$ cat src/rtl/tmr_pwm_pkg.sv
package tmr_pwm_pkg;

    // Per-channel control word, low bits of the control register
    typedef struct packed {
        logic abrupt;     // bit 2: cut pulse immediately when disabled
        logic init_high;  // bit 1: idle level is high
        logic out_en;     // bit 0: pin follows the compare phase
    } ctl_t;

    localparam int CTL_W     = 3;
    localparam int CH_STRIDE = 4;
    localparam int OFS_CNT   = 0;
    localparam int OFS_DUTY  = 1;
    localparam int OFS_PER   = 2;
    localparam int OFS_CTL   = 3;
    localparam int G_SET     = 0;
    localparam int G_CLR     = 1;
    localparam int G_STAT    = 2;

endpackage

$ cat src/rtl/tmr_pwm_chan.sv
module tmr_pwm_chan
    import tmr_pwm_pkg::*;
#(
    parameter int CW = 16
) (
    input  logic          clk,
    input  logic          rst_n,
    input  logic          tick,
    input  logic          wr_cnt,
    input  logic          wr_duty,
    input  logic          wr_per,
    input  logic          wr_ctl,
    input  logic          start,
    input  logic          stop,
    input  logic [CW-1:0] wdata,
    output logic [CW-1:0] cnt_o,
    output logic [CW-1:0] duty_o,
    output logic [CW-1:0] per_o,
    output ctl_t          ctl_o,
    output logic          run_o,
    output logic          pwm_o
);

    typedef struct packed {
        logic [CW-1:0] cnt;
        logic [CW-1:0] duty;
        logic [CW-1:0] per;
        ctl_t          ctl;
        logic          run;
        logic          gate;
    } chan_st_t;

    chan_st_t st_d, st_q;
    logic     wrap;
    logic     phase;

    always_comb begin
        st_d = st_q;
        wrap = st_q.run && tick && (st_q.cnt == st_q.per);

        if (st_q.run && tick) begin
            st_d.cnt = wrap ? '0 : st_q.cnt + 1'b1;
        end
        if (wr_cnt)  st_d.cnt  = wdata;
        if (wr_duty) st_d.duty = wdata;
        if (wr_per)  st_d.per  = wdata;
        if (wr_ctl)  st_d.ctl  = ctl_t'(wdata[CTL_W-1:0]);

        if (start) st_d.run = 1'b1;
        if (stop)  st_d.run = 1'b0;

        // Output gate: opens with the enable, closes at once (abrupt) or
        // at the end of the running period (graceful)
        if (st_d.ctl.out_en) begin
            st_d.gate = 1'b1;
        end else if (st_d.ctl.abrupt || wrap || !st_q.run) begin
            st_d.gate = 1'b0;
        end
    end

    always_ff @(posedge clk or negedge rst_n) begin
        if (!rst_n) st_q <= '0;
        else        st_q <= st_d;
    end

    assign phase  = (st_q.cnt >= st_q.duty) && (st_q.duty <= st_q.per);
    assign pwm_o  = st_q.ctl.init_high ^ (st_q.gate & phase);
    assign cnt_o  = st_q.cnt;
    assign duty_o = st_q.duty;
    assign per_o  = st_q.per;
    assign ctl_o  = st_q.ctl;
    assign run_o  = st_q.run;

endmodule

$ cat src/rtl/tmr_pwm_regif.sv
module tmr_pwm_regif
    import tmr_pwm_pkg::*;
#(
    parameter int NCH = 8,
    parameter int CW  = 16,
    parameter int AW  = 6
) (
    input  logic                    wr_en,
    input  logic [AW-1:0]           wr_addr,
    input  logic [NCH-1:0]          wmask,
    input  logic [AW-1:0]           rd_addr,
    input  logic [NCH-1:0][CW-1:0]  cnt_all,
    input  logic [NCH-1:0][CW-1:0]  duty_all,
    input  logic [NCH-1:0][CW-1:0]  per_all,
    input  ctl_t [NCH-1:0]          ctl_all,
    input  logic [NCH-1:0]          run_all,
    output logic [NCH-1:0]          wr_cnt_v,
    output logic [NCH-1:0]          wr_duty_v,
    output logic [NCH-1:0]          wr_per_v,
    output logic [NCH-1:0]          wr_ctl_v,
    output logic [NCH-1:0]          start_v,
    output logic [NCH-1:0]          stop_v,
    output logic [CW-1:0]           rd_data
);

    localparam int GBASE = CH_STRIDE * NCH;

    for (genvar i = 0; i < NCH; i++) begin : g_dec
        assign wr_cnt_v[i]  = wr_en && (wr_addr == AW'(CH_STRIDE*i + OFS_CNT));
        assign wr_duty_v[i] = wr_en && (wr_addr == AW'(CH_STRIDE*i + OFS_DUTY));
        assign wr_per_v[i]  = wr_en && (wr_addr == AW'(CH_STRIDE*i + OFS_PER));
        assign wr_ctl_v[i]  = wr_en && (wr_addr == AW'(CH_STRIDE*i + OFS_CTL));
    end

    assign start_v = (wr_en && (wr_addr == AW'(GBASE + G_SET))) ? wmask : '0;
    assign stop_v  = (wr_en && (wr_addr == AW'(GBASE + G_CLR))) ? wmask : '0;

    always_comb begin
        rd_data = '0;
        for (int i = 0; i < NCH; i++) begin
            if (rd_addr == AW'(CH_STRIDE*i + OFS_CNT))  rd_data = cnt_all[i];
            if (rd_addr == AW'(CH_STRIDE*i + OFS_DUTY)) rd_data = duty_all[i];
            if (rd_addr == AW'(CH_STRIDE*i + OFS_PER))  rd_data = per_all[i];
            if (rd_addr == AW'(CH_STRIDE*i + OFS_CTL))  rd_data = CW'(ctl_all[i]);
        end
        if (rd_addr == AW'(GBASE + G_STAT)) rd_data = CW'(run_all);
    end

endmodule

$ cat src/rtl/tmr_pwm_bank.sv
module tmr_pwm_bank
    import tmr_pwm_pkg::*;
#(
    parameter  int NCH = 8,
    parameter  int CW  = 16,
    localparam int AW  = $clog2(CH_STRIDE*NCH + G_STAT + 1)
) (
    input  logic           clk,
    input  logic           rst_n,
    input  logic           wr_en,
    input  logic [AW-1:0]  wr_addr,
    input  logic [CW-1:0]  wr_data,
    input  logic [AW-1:0]  rd_addr,
    output logic [CW-1:0]  rd_data,
    input  logic [NCH-1:0] tick,
    output logic [NCH-1:0] pwm_o,
    output logic [NCH-1:0] run_o
);

    logic [NCH-1:0][CW-1:0] cnt_all;
    logic [NCH-1:0][CW-1:0] duty_all;
    logic [NCH-1:0][CW-1:0] per_all;
    ctl_t [NCH-1:0]         ctl_all;
    logic [NCH-1:0]         wr_cnt_v, wr_duty_v, wr_per_v, wr_ctl_v;
    logic [NCH-1:0]         start_v, stop_v;

    tmr_pwm_regif #(.NCH(NCH), .CW(CW), .AW(AW)) u_regif (
        .wr_en     (wr_en),
        .wr_addr   (wr_addr),
        .wmask     (wr_data[NCH-1:0]),
        .rd_addr   (rd_addr),
        .cnt_all   (cnt_all),
        .duty_all  (duty_all),
        .per_all   (per_all),
        .ctl_all   (ctl_all),
        .run_all   (run_o),
        .wr_cnt_v  (wr_cnt_v),
        .wr_duty_v (wr_duty_v),
        .wr_per_v  (wr_per_v),
        .wr_ctl_v  (wr_ctl_v),
        .start_v   (start_v),
        .stop_v    (stop_v),
        .rd_data   (rd_data)
    );

    for (genvar i = 0; i < NCH; i++) begin : g_ch
        tmr_pwm_chan #(.CW(CW)) u_chan (
            .clk     (clk),
            .rst_n   (rst_n),
            .tick    (tick[i]),
            .wr_cnt  (wr_cnt_v[i]),
            .wr_duty (wr_duty_v[i]),
            .wr_per  (wr_per_v[i]),
            .wr_ctl  (wr_ctl_v[i]),
            .start   (start_v[i]),
            .stop    (stop_v[i]),
            .wdata   (wr_data),
            .cnt_o   (cnt_all[i]),
            .duty_o  (duty_all[i]),
            .per_o   (per_all[i]),
            .ctl_o   (ctl_all[i]),
            .run_o   (run_o[i]),
            .pwm_o   (pwm_o[i])
        );
    end

endmodule

$ cat config.mk
export PLATFORM = sky130hd
export DESIGN_NAME = tmr_pwm_bank
export DESIGN_NICKNAME = d
export VERILOG_FILES = /design/src/rtl/tmr_pwm_pkg.sv /design/src/rtl/tmr_pwm_chan.sv /design/src/rtl/tmr_pwm_regif.sv /design/src/rtl/tmr_pwm_bank.sv
export SDC_FILE = /design/constraint.sdc
export NUM_CORES = 1
export LEC_CHECK = 0
export ABC_AREA = 1
export BUFFER_PORTS_ARGS = -buffer_cell sky130_fd_sc_hd__buf_2
export CAP_MARGIN = 20
export CORE_MARGIN = 1
export CORE_UTILIZATION = 50
export CTS_BUF_LIST = sky130_fd_sc_hd__clkbuf_4 sky130_fd_sc_hd__clkbuf_8 sky130_fd_sc_hd__clkbuf_16
export CTS_CLUSTER_DIAMETER = 60
export CTS_CLUSTER_SIZE = 16
export DETAILED_ROUTE_END_ITERATION = 8
export PLACE_DENSITY = 0.66
export REMOVE_ABC_BUFFERS = 1
export SYNTH_ARGS = -nofsm -noshare
export SYNTH_HDL_FRONTEND = slang
export SYNTH_SLANG_ARGS = --single-unit
$ cat constraint.sdc
create_clock -name clk -period 3.7 [get_ports clk]
set_input_delay 0.74 -clock clk [delete_from_list [all_inputs] [get_ports clk]]
set_output_delay 0.74 -clock clk [all_outputs]
set_load 0.005 [all_outputs]
# Word level (Yosys, flattened, before mapping)
# Cells that the tools add are included.
# W data, S select, Z words.
dict set report word_totals {
  wordCells 384
  ff_bits 424
  inputBits 39
}
dict set report op_classes {
  n_bitwise 16
  eq_ne 73
  reduce_logical 108
  add_sub_neg 8
  order_cmp 16
  mux 99
}
# op n
set op_table {}
lappend op_table {{$mux W16} 57}
lappend op_table {{$eq A6 B5 Y1 const B} 32}
lappend op_table {{$add A16 B1 Y16 const B} 8}
lappend op_table {{$eq A16 B16 Y1} 8}
lappend op_table {{$ge A16 B16 Y1} 8}
lappend op_table {{$le A16 B16 Y1} 8}
lappend op_table {{$eq A6 B4 Y1 const B} 16}
lappend op_table {{$logic_and A1 B1 Y1} 58}
lappend op_table {{$eq A6 B3 Y1 const B} 8}
lappend op_table {{$reduce_bool A2 Y1} 24}
lappend op_table {{$mux W1} 32}
lappend op_table {{$eq A6 B2 Y1 const B} 4}
lappend op_table {{$mux W3} 8}
lappend op_table {{$eq A6 B6 Y1 const B} 3}
lappend op_table {{$logic_or A1 B1 Y1} 16}
lappend op_table {{$mux W8} 2}
lappend op_table {{$eq A6 B1 Y1 const B} 2}
lappend op_table {{$logic_not A6 Y1} 2}
lappend op_table {{$and A1 B1 Y1} 8}
lappend op_table {{$logic_not A1 Y1} 8}
lappend op_table {{$xor A1 B1 Y1} 8}

# Logic depth before layout (Yosys ltp)
dict set report logic_depth {
  ltp_word 34
  ltp_mapped 22
}

# Modules after synthesis
# From an unflattened synthesis, not the netlist that was laid out.
dict set report unflattened {
  cells_unflattened 5339
  hier_area_um2 36089.6
}
# mod instances cells_each area_each_um2
set modules_own_cells {}
lappend modules_own_cells {tmr_pwm_chan 8 555 3995.1}
lappend modules_own_cells {tmr_pwm_regif 1 899 4129.0}

# Worst setup path before layout
# No wires, ideal clock.
dict set report synth_path {
  path_type {input to output}
  startpoint {input port rd_addr[4]}
  endpoint {output port rd_data[3]}
  n_path_buf 2
  stages 21
  arrival_time_ps 2412
  t_required_ps 2960
  setup_slack_ps 548
  path_cell_list {nor2_4 > inv_6 > buf_12 > nor2_8 > buf_8 > nand2_1 > o2111ai_1 > o21ai_1 > o211ai_1 > o21ai_1 > nand3b_1 > nand2_1 > nand3_1 > nand2_1 > nand3b_1 > nand2_1 > nand3_1 > nand2_1 > nand3_1 > nand2_1 > nand2_1}
}
dict set report synth_between {
  elab_chain_len 34
  elab_cells_between_ends 66
}
# item line_no
set synth_lines {}
lappend synth_lines {{from (decl)} tmr_pwm_bank.sv:13} ;# input logic [AW-1:0] rd_addr,
lappend synth_lines {{$logic_not A6 Y1} tmr_pwm_regif.sv:41} ;# if (rd_addr == AW'(CH_STRIDE*i + OFS_CNT)) rd_data = cnt_all[i];
lappend synth_lines {{$mux W16} tmr_pwm_regif.sv:41}
lappend synth_lines {{$mux W16} tmr_pwm_regif.sv:42} ;# if (rd_addr == AW'(CH_STRIDE*i + OFS_DUTY)) rd_data = duty_all[i];
lappend synth_lines {{$mux W16} tmr_pwm_regif.sv:43} ;# if (rd_addr == AW'(CH_STRIDE*i + OFS_PER)) rd_data = per_all[i];
lappend synth_lines {{$mux W16} tmr_pwm_regif.sv:44} ;# if (rd_addr == AW'(CH_STRIDE*i + OFS_CTL)) rd_data = CW'(ctl_all[i]);
lappend synth_lines {{$mux W16} tmr_pwm_regif.sv:41}
lappend synth_lines {{$mux W16} tmr_pwm_regif.sv:42}
lappend synth_lines {{$mux W16} tmr_pwm_regif.sv:43}
lappend synth_lines {{[... 18 more ...]} -}
lappend synth_lines {{$mux W16} tmr_pwm_regif.sv:42}
lappend synth_lines {{$mux W16} tmr_pwm_regif.sv:43}
lappend synth_lines {{$mux W16} tmr_pwm_regif.sv:44}
lappend synth_lines {{$mux W16} tmr_pwm_regif.sv:41}
lappend synth_lines {{$mux W16} tmr_pwm_regif.sv:42}
lappend synth_lines {{$mux W16} tmr_pwm_regif.sv:43}
lappend synth_lines {{$mux W16} tmr_pwm_regif.sv:44}
lappend synth_lines {{$mux W16 (*)} tmr_pwm_regif.sv:46} ;# if (rd_addr == AW'(GBASE + G_STAT)) rd_data = CW'(run_all);
lappend synth_lines {{to (decl)} tmr_pwm_bank.sv:14} ;# output logic [CW-1:0] rd_data,
# Every way passes the cells marked *; elsewhere a longest branch is shown, timed or not.

# Worst setup path after layout
dict set report layout_path {
  startpoint {input port rd_addr[4]}
  endpoint {output port rd_data[10]}
}
# Same word-level chain as after synthesis.

==> results.py <==
metrics = {
    "power": {
        "ir_drop_uv": 443.1,
        "p_clk_share_pct": 25.1,
        "p_sw_mw": 8.027,
        "swShare_pct": 41.50,
        "pwr-share-seq_pct": 36.7,
        "pwr-share-comb_pct": 38.1,
        "intPower_mw": 11.31,
        "leakage_nw": 16.48,
        "power_density_nw_per_um2": 554.0,
    },
    "worst_setup_path": {
        "worstPathRequired_ns": 2.96,
        "crit_path_start": "rd_addr[4]",
        "crit_arrival_ns": 3.23,
        "end_kind": "output port",
        "critPathKind": "in -> out",
        "r2r_start": "g_ch[0].u_chan.cnt_o[5]",
        "crit_path_start_kind": "input port",
        "r2r_slack_ns": 0.69,
        "worst_r2r_endpoint": "g_ch[0].u_chan.cnt_o[15]",
        "cp-endpoint": "rd_data[10]",
        "crit_fanout": 6,
        "r2r_cells": 9,
    },
    "placed_design": {
        "port_buffers": 70,
        "preCtsSetupSlack_ns": -0.3151,
        "routabilityCongestion": 1.020,
        "dp_hpwl_mm": 82.86,
        "dp_cells": 4864,
        "place_area_sq_um": 32010,
    },
    "clocking": {
        "clkTransAtPathRegs_ns": 0.06,
        "htreeDepth": 2,
        "root_buffer": "clkbuf_16",
        "cts.path.max_buffers": 3,
        "cts_tree": "yes",
        "clock_latency_ns": 0.61,
        "numCtsBuffers": 46,
        "cts.sinks": 424,
    },
    "logic_synthesis": {
        "synth_cells": 4001,
        "synth_fa_ha_area_share_pct": 11.05,
        "synth_compound_area_share_pct": 17.83,
        "synth_ff_type": "dfrtp_1",
        "yosys-top-cells-area": "dfrtp_1 35%, nand2_1 12%, ha_1 11%",
        "synth.avg_cell_area_sq_um": 7.474,
        "ys_types": 62,
        "ys_ff_latch": 424,
        "synth-edff-count": 0,
        "synth_async_sr_flop_share_pct": 100.0,
        "muxShareOfSynthArea_pct": 0,
        "yosysTopAreaCellShare_pct": 35.48,
        "synthSimpleGateAreaFrac_pct": 21.60,
        "seq_area_frac_synth_pct": 35.48,
        "yosys.area_share.xor_xnor_pct": 4.100,
        "yosysWarnings": 0,
        "yosysTopAreaCell": "dfrtp_1",
        "synth_area_sq_um": 29900,
        "synth_top_family_by_area": "simple AND/OR/NAND/NOR gates",
    },
    "die": {
        "core_sq_um": 59020,
        "dieWidth_um": 246.6,
        "dieArea_sq_um": 60790,
        "start_util_pct": 50.67,
        "rows": 89,
        "pin_count": 71,
        "die_y_um": 246.6,
    },
    "cells_and_area": {
        "fin_cells": 4996,
        "nFillCells": 5574,
        "final_cell_area_sq_um": 34910,
        "area_growth_pct": 16.74,
        "nets": 4489,
        "drive_gt1_share_pct": 14.10,
    },
    "sta": {
        "hold_viol_final": 0,
        "period_needed_ns": 3.966,
        "max_freq_mhz": 252.1,
        "fin_tns_setup_ns": -3.623,
        "slew_headroom_pct": 30.06,
        "setup_slack_ns": -0.2661,
        "drv_slew": 0,
        "skew_ns": 0.01544,
        "setup_violations": 21,
        "post-route-period-util_pct": 107.2,
        "worst_pin_slew_ns": 1.047,
        "rsz0062_at_grt": "true",
    },
    "outcome": {
        "violations": "setup timing",
        "status": "finished, violations left",
    },
    "global_routing": {
        "grt_pass1_wl_mm": 168.9,
        "antenna_found_initial": 9,
        "track_usage_pct": 37.22,
        "gr-total-overflow": 0,
        "grt_start_max_net_pins": 91,
        "first_global_vias": 27878,
    },
    "route": {
        "wl_mm": 113.4,
        "vias_per_cell": 5.868,
        "drt_iter0_markers": 2688,
        "via_count": 29315,
        "routedWlPerCell_um": 22.70,
        "drc": 0,
        "ant_nets": 0,
        "drt-pass1-iter-count": 6,
    },
    "hold_path": {
        "hp-class": "in -> async",
    },
    "run": {
        "drv_cap": 0,
    },
}
## layout by cell type (no fill, tap or decap), drive strengths merged, types with 9 or more instances in the layout
| cell type | Yosys | layout |
|---|---|---|
| nand3b | 11 | 11 |
| nor4 | 33 | 33 |
| clkinv | 3 | 13 |
| nand4 | 64 | 64 |
| nor2 | 233 | 234 |
| buf | 28 | 305 |
| dfrtp | 424 | 424 |
| xor2 | 112 | 112 |
| nand2 | 943 | 944 |
| a21oi | 186 | 186 |
| clkbuf | 139 | 54 |
| o21ai | 451 | 451 |
| nor3 | 60 | 60 |
| o221ai | 86 | 86 |
| nand3 | 167 | 167 |
| or2 | 9 | 9 |
| o2111ai | 15 | 15 |
| inv | 564 | 577 |
| xnor2 | 28 | 28 |
| o211ai | 31 | 31 |
| ha | 264 | 264 |
| o22ai | 57 | 57 |
| o21a | 21 | 21 |
## power by group through the flow
| stage | sequential (mW) | combinational, mW | clock (mW) |
|---|---|---|---|
| 6_report | 7.10 | 7.38 | 4.86 |
| 5_1_grt | 7.17 | 8.26 | 5.08 |
| 4_1_cts | 7.04 | 7.12 | 4.91 |
| 3_5_place_dp | 7.11 | 6.77 | 0 |
| 3_3_place_gp | 7.12 | 6.63 | 0 |
| 2_1_floorplan | 6.59 | 4.48 | 0 |
## routing by layer
layer	global-route usage (%)	vias up	part of all wire, %
met5	0	-	0.074
met4	20.75	10	6.0
met3	6.895	377	8.2
met2	60.77	1278	46
met1	46.24	13857	39
li1	-	13793	-
## state kept, by name, indices dropped and copies added, names as in the netlist
register	flops
g_ch.u_chan.ctl_o	24
g_ch.u_chan.cnt_o	128
g_ch.u_chan.st_q	8
g_ch.u_chan.duty_o	128
g_ch.u_chan.per_o	128
g_ch.u_chan.run_o	8
## synthesized netlist by cell type, drive strengths merged, types with 5 or more instances
master     n
dfrtp    424
o21a      21
o221ai    86
a2111oi    5
nor3      60
o21ai    451
nand3    167
nor4      33
o2111ai   15
nand2    943
or2        9
xor2     112
ha       264
a21oi    186
nand3b    11
xnor2     28
o22ai     57
o211ai    31
a221oi     7
a211oi     8
clkbuf   139
nor2     233
buf       28
nand4     64
a21boi     8
inv      564
o311ai     7
## worst max-delay path: stages
cell and delay [ns]:
buf_8 0.08, nor2_4 0.07, buf_6 0.13, nand3_4 0.10
clkinvlp_4 0.17, buf_4 0.18, buf_6 0.10, a21oi_2 0.14
o2111ai_2 0.13, o21ai_2 0.10, o211ai_1 0.10, o21ai_1 0.08
nand2_1 0.11, o21ai_2 0.19, nand3_1 0.09, nand2_1 0.10
nand3_1 0.09, nand2_2 0.10, nand3_2 0.06, nand2_1 0.06
nand3_1 0.06, nand2_1 0.06, inv_1 0.04, buf_2 0.11
## logic make-up after synthesis
logic type               count (synthesis)
AO/OA/AOI/OAI                          909
XOR/XNOR                               140
adder cells (fa/ha/maj)                264
buffers and inverters                  738
flip-flops                             424
AND/OR/NAND/NOR                       1526
## metrics by stage
stage          power (mW)  util (%)  hold slack (ns)
2_1_floorplan       11.06         -           0.4444
3_3_place_gp        13.75     54.21           0.4666
3_5_place_dp        13.88     54.24           0.4735
4_1_cts             19.07     58.40           0.1873
5_1_grt             20.51     59.14           0.2309
6_report            19.34     59.15           0.1671
## layout make-up
cell class	instances	area [sq um]	area share (%)
timing repair inverter	1	7.507	0.02150
clock buffer	54	1247	3.573
timing repair buffer	305	2485	7.118
tap	773	967.2	2.771
sequential	424	10620	30.41
antenna	3	7.507	0.02150
clock inverter	28	292.8	0.8387
inverter	567	2147	6.150
multi-input combinational	2841	17140	49.10
## timing repair
| item | CTS | global route |
|---|---|---|
| hold buffers | 0 | 0 |
| resized for setup | 171 | 67 |
| gates cloned | 3 | 0 |
| endpoints found under the setup margin | 23 | 23 |
| setup buffers | 33 | 13 |
| pin swaps | 88 | 94 |
## worst min-delay path by stage
stage / startpoint / end / depth (start not counted)
global placement: g_ch[0].u_chan.ctl_o[1] / g_ch[0].u_chan.ctl_o[1] / 2
CTS: rst_n / g_ch[0].u_chan.run_o / 1
finish: rst_n / g_ch[0].u_chan.run_o / 1
floorplan: rst_n / g_ch[0].u_chan.cnt_o[0] / 0
global route: rst_n / g_ch[0].u_chan.run_o / 1
detailed placement: g_ch[1].u_chan.ctl_o[1] / g_ch[1].u_chan.ctl_o[1] / 2
Note: power is estimated with default switching activity, not from simulation.
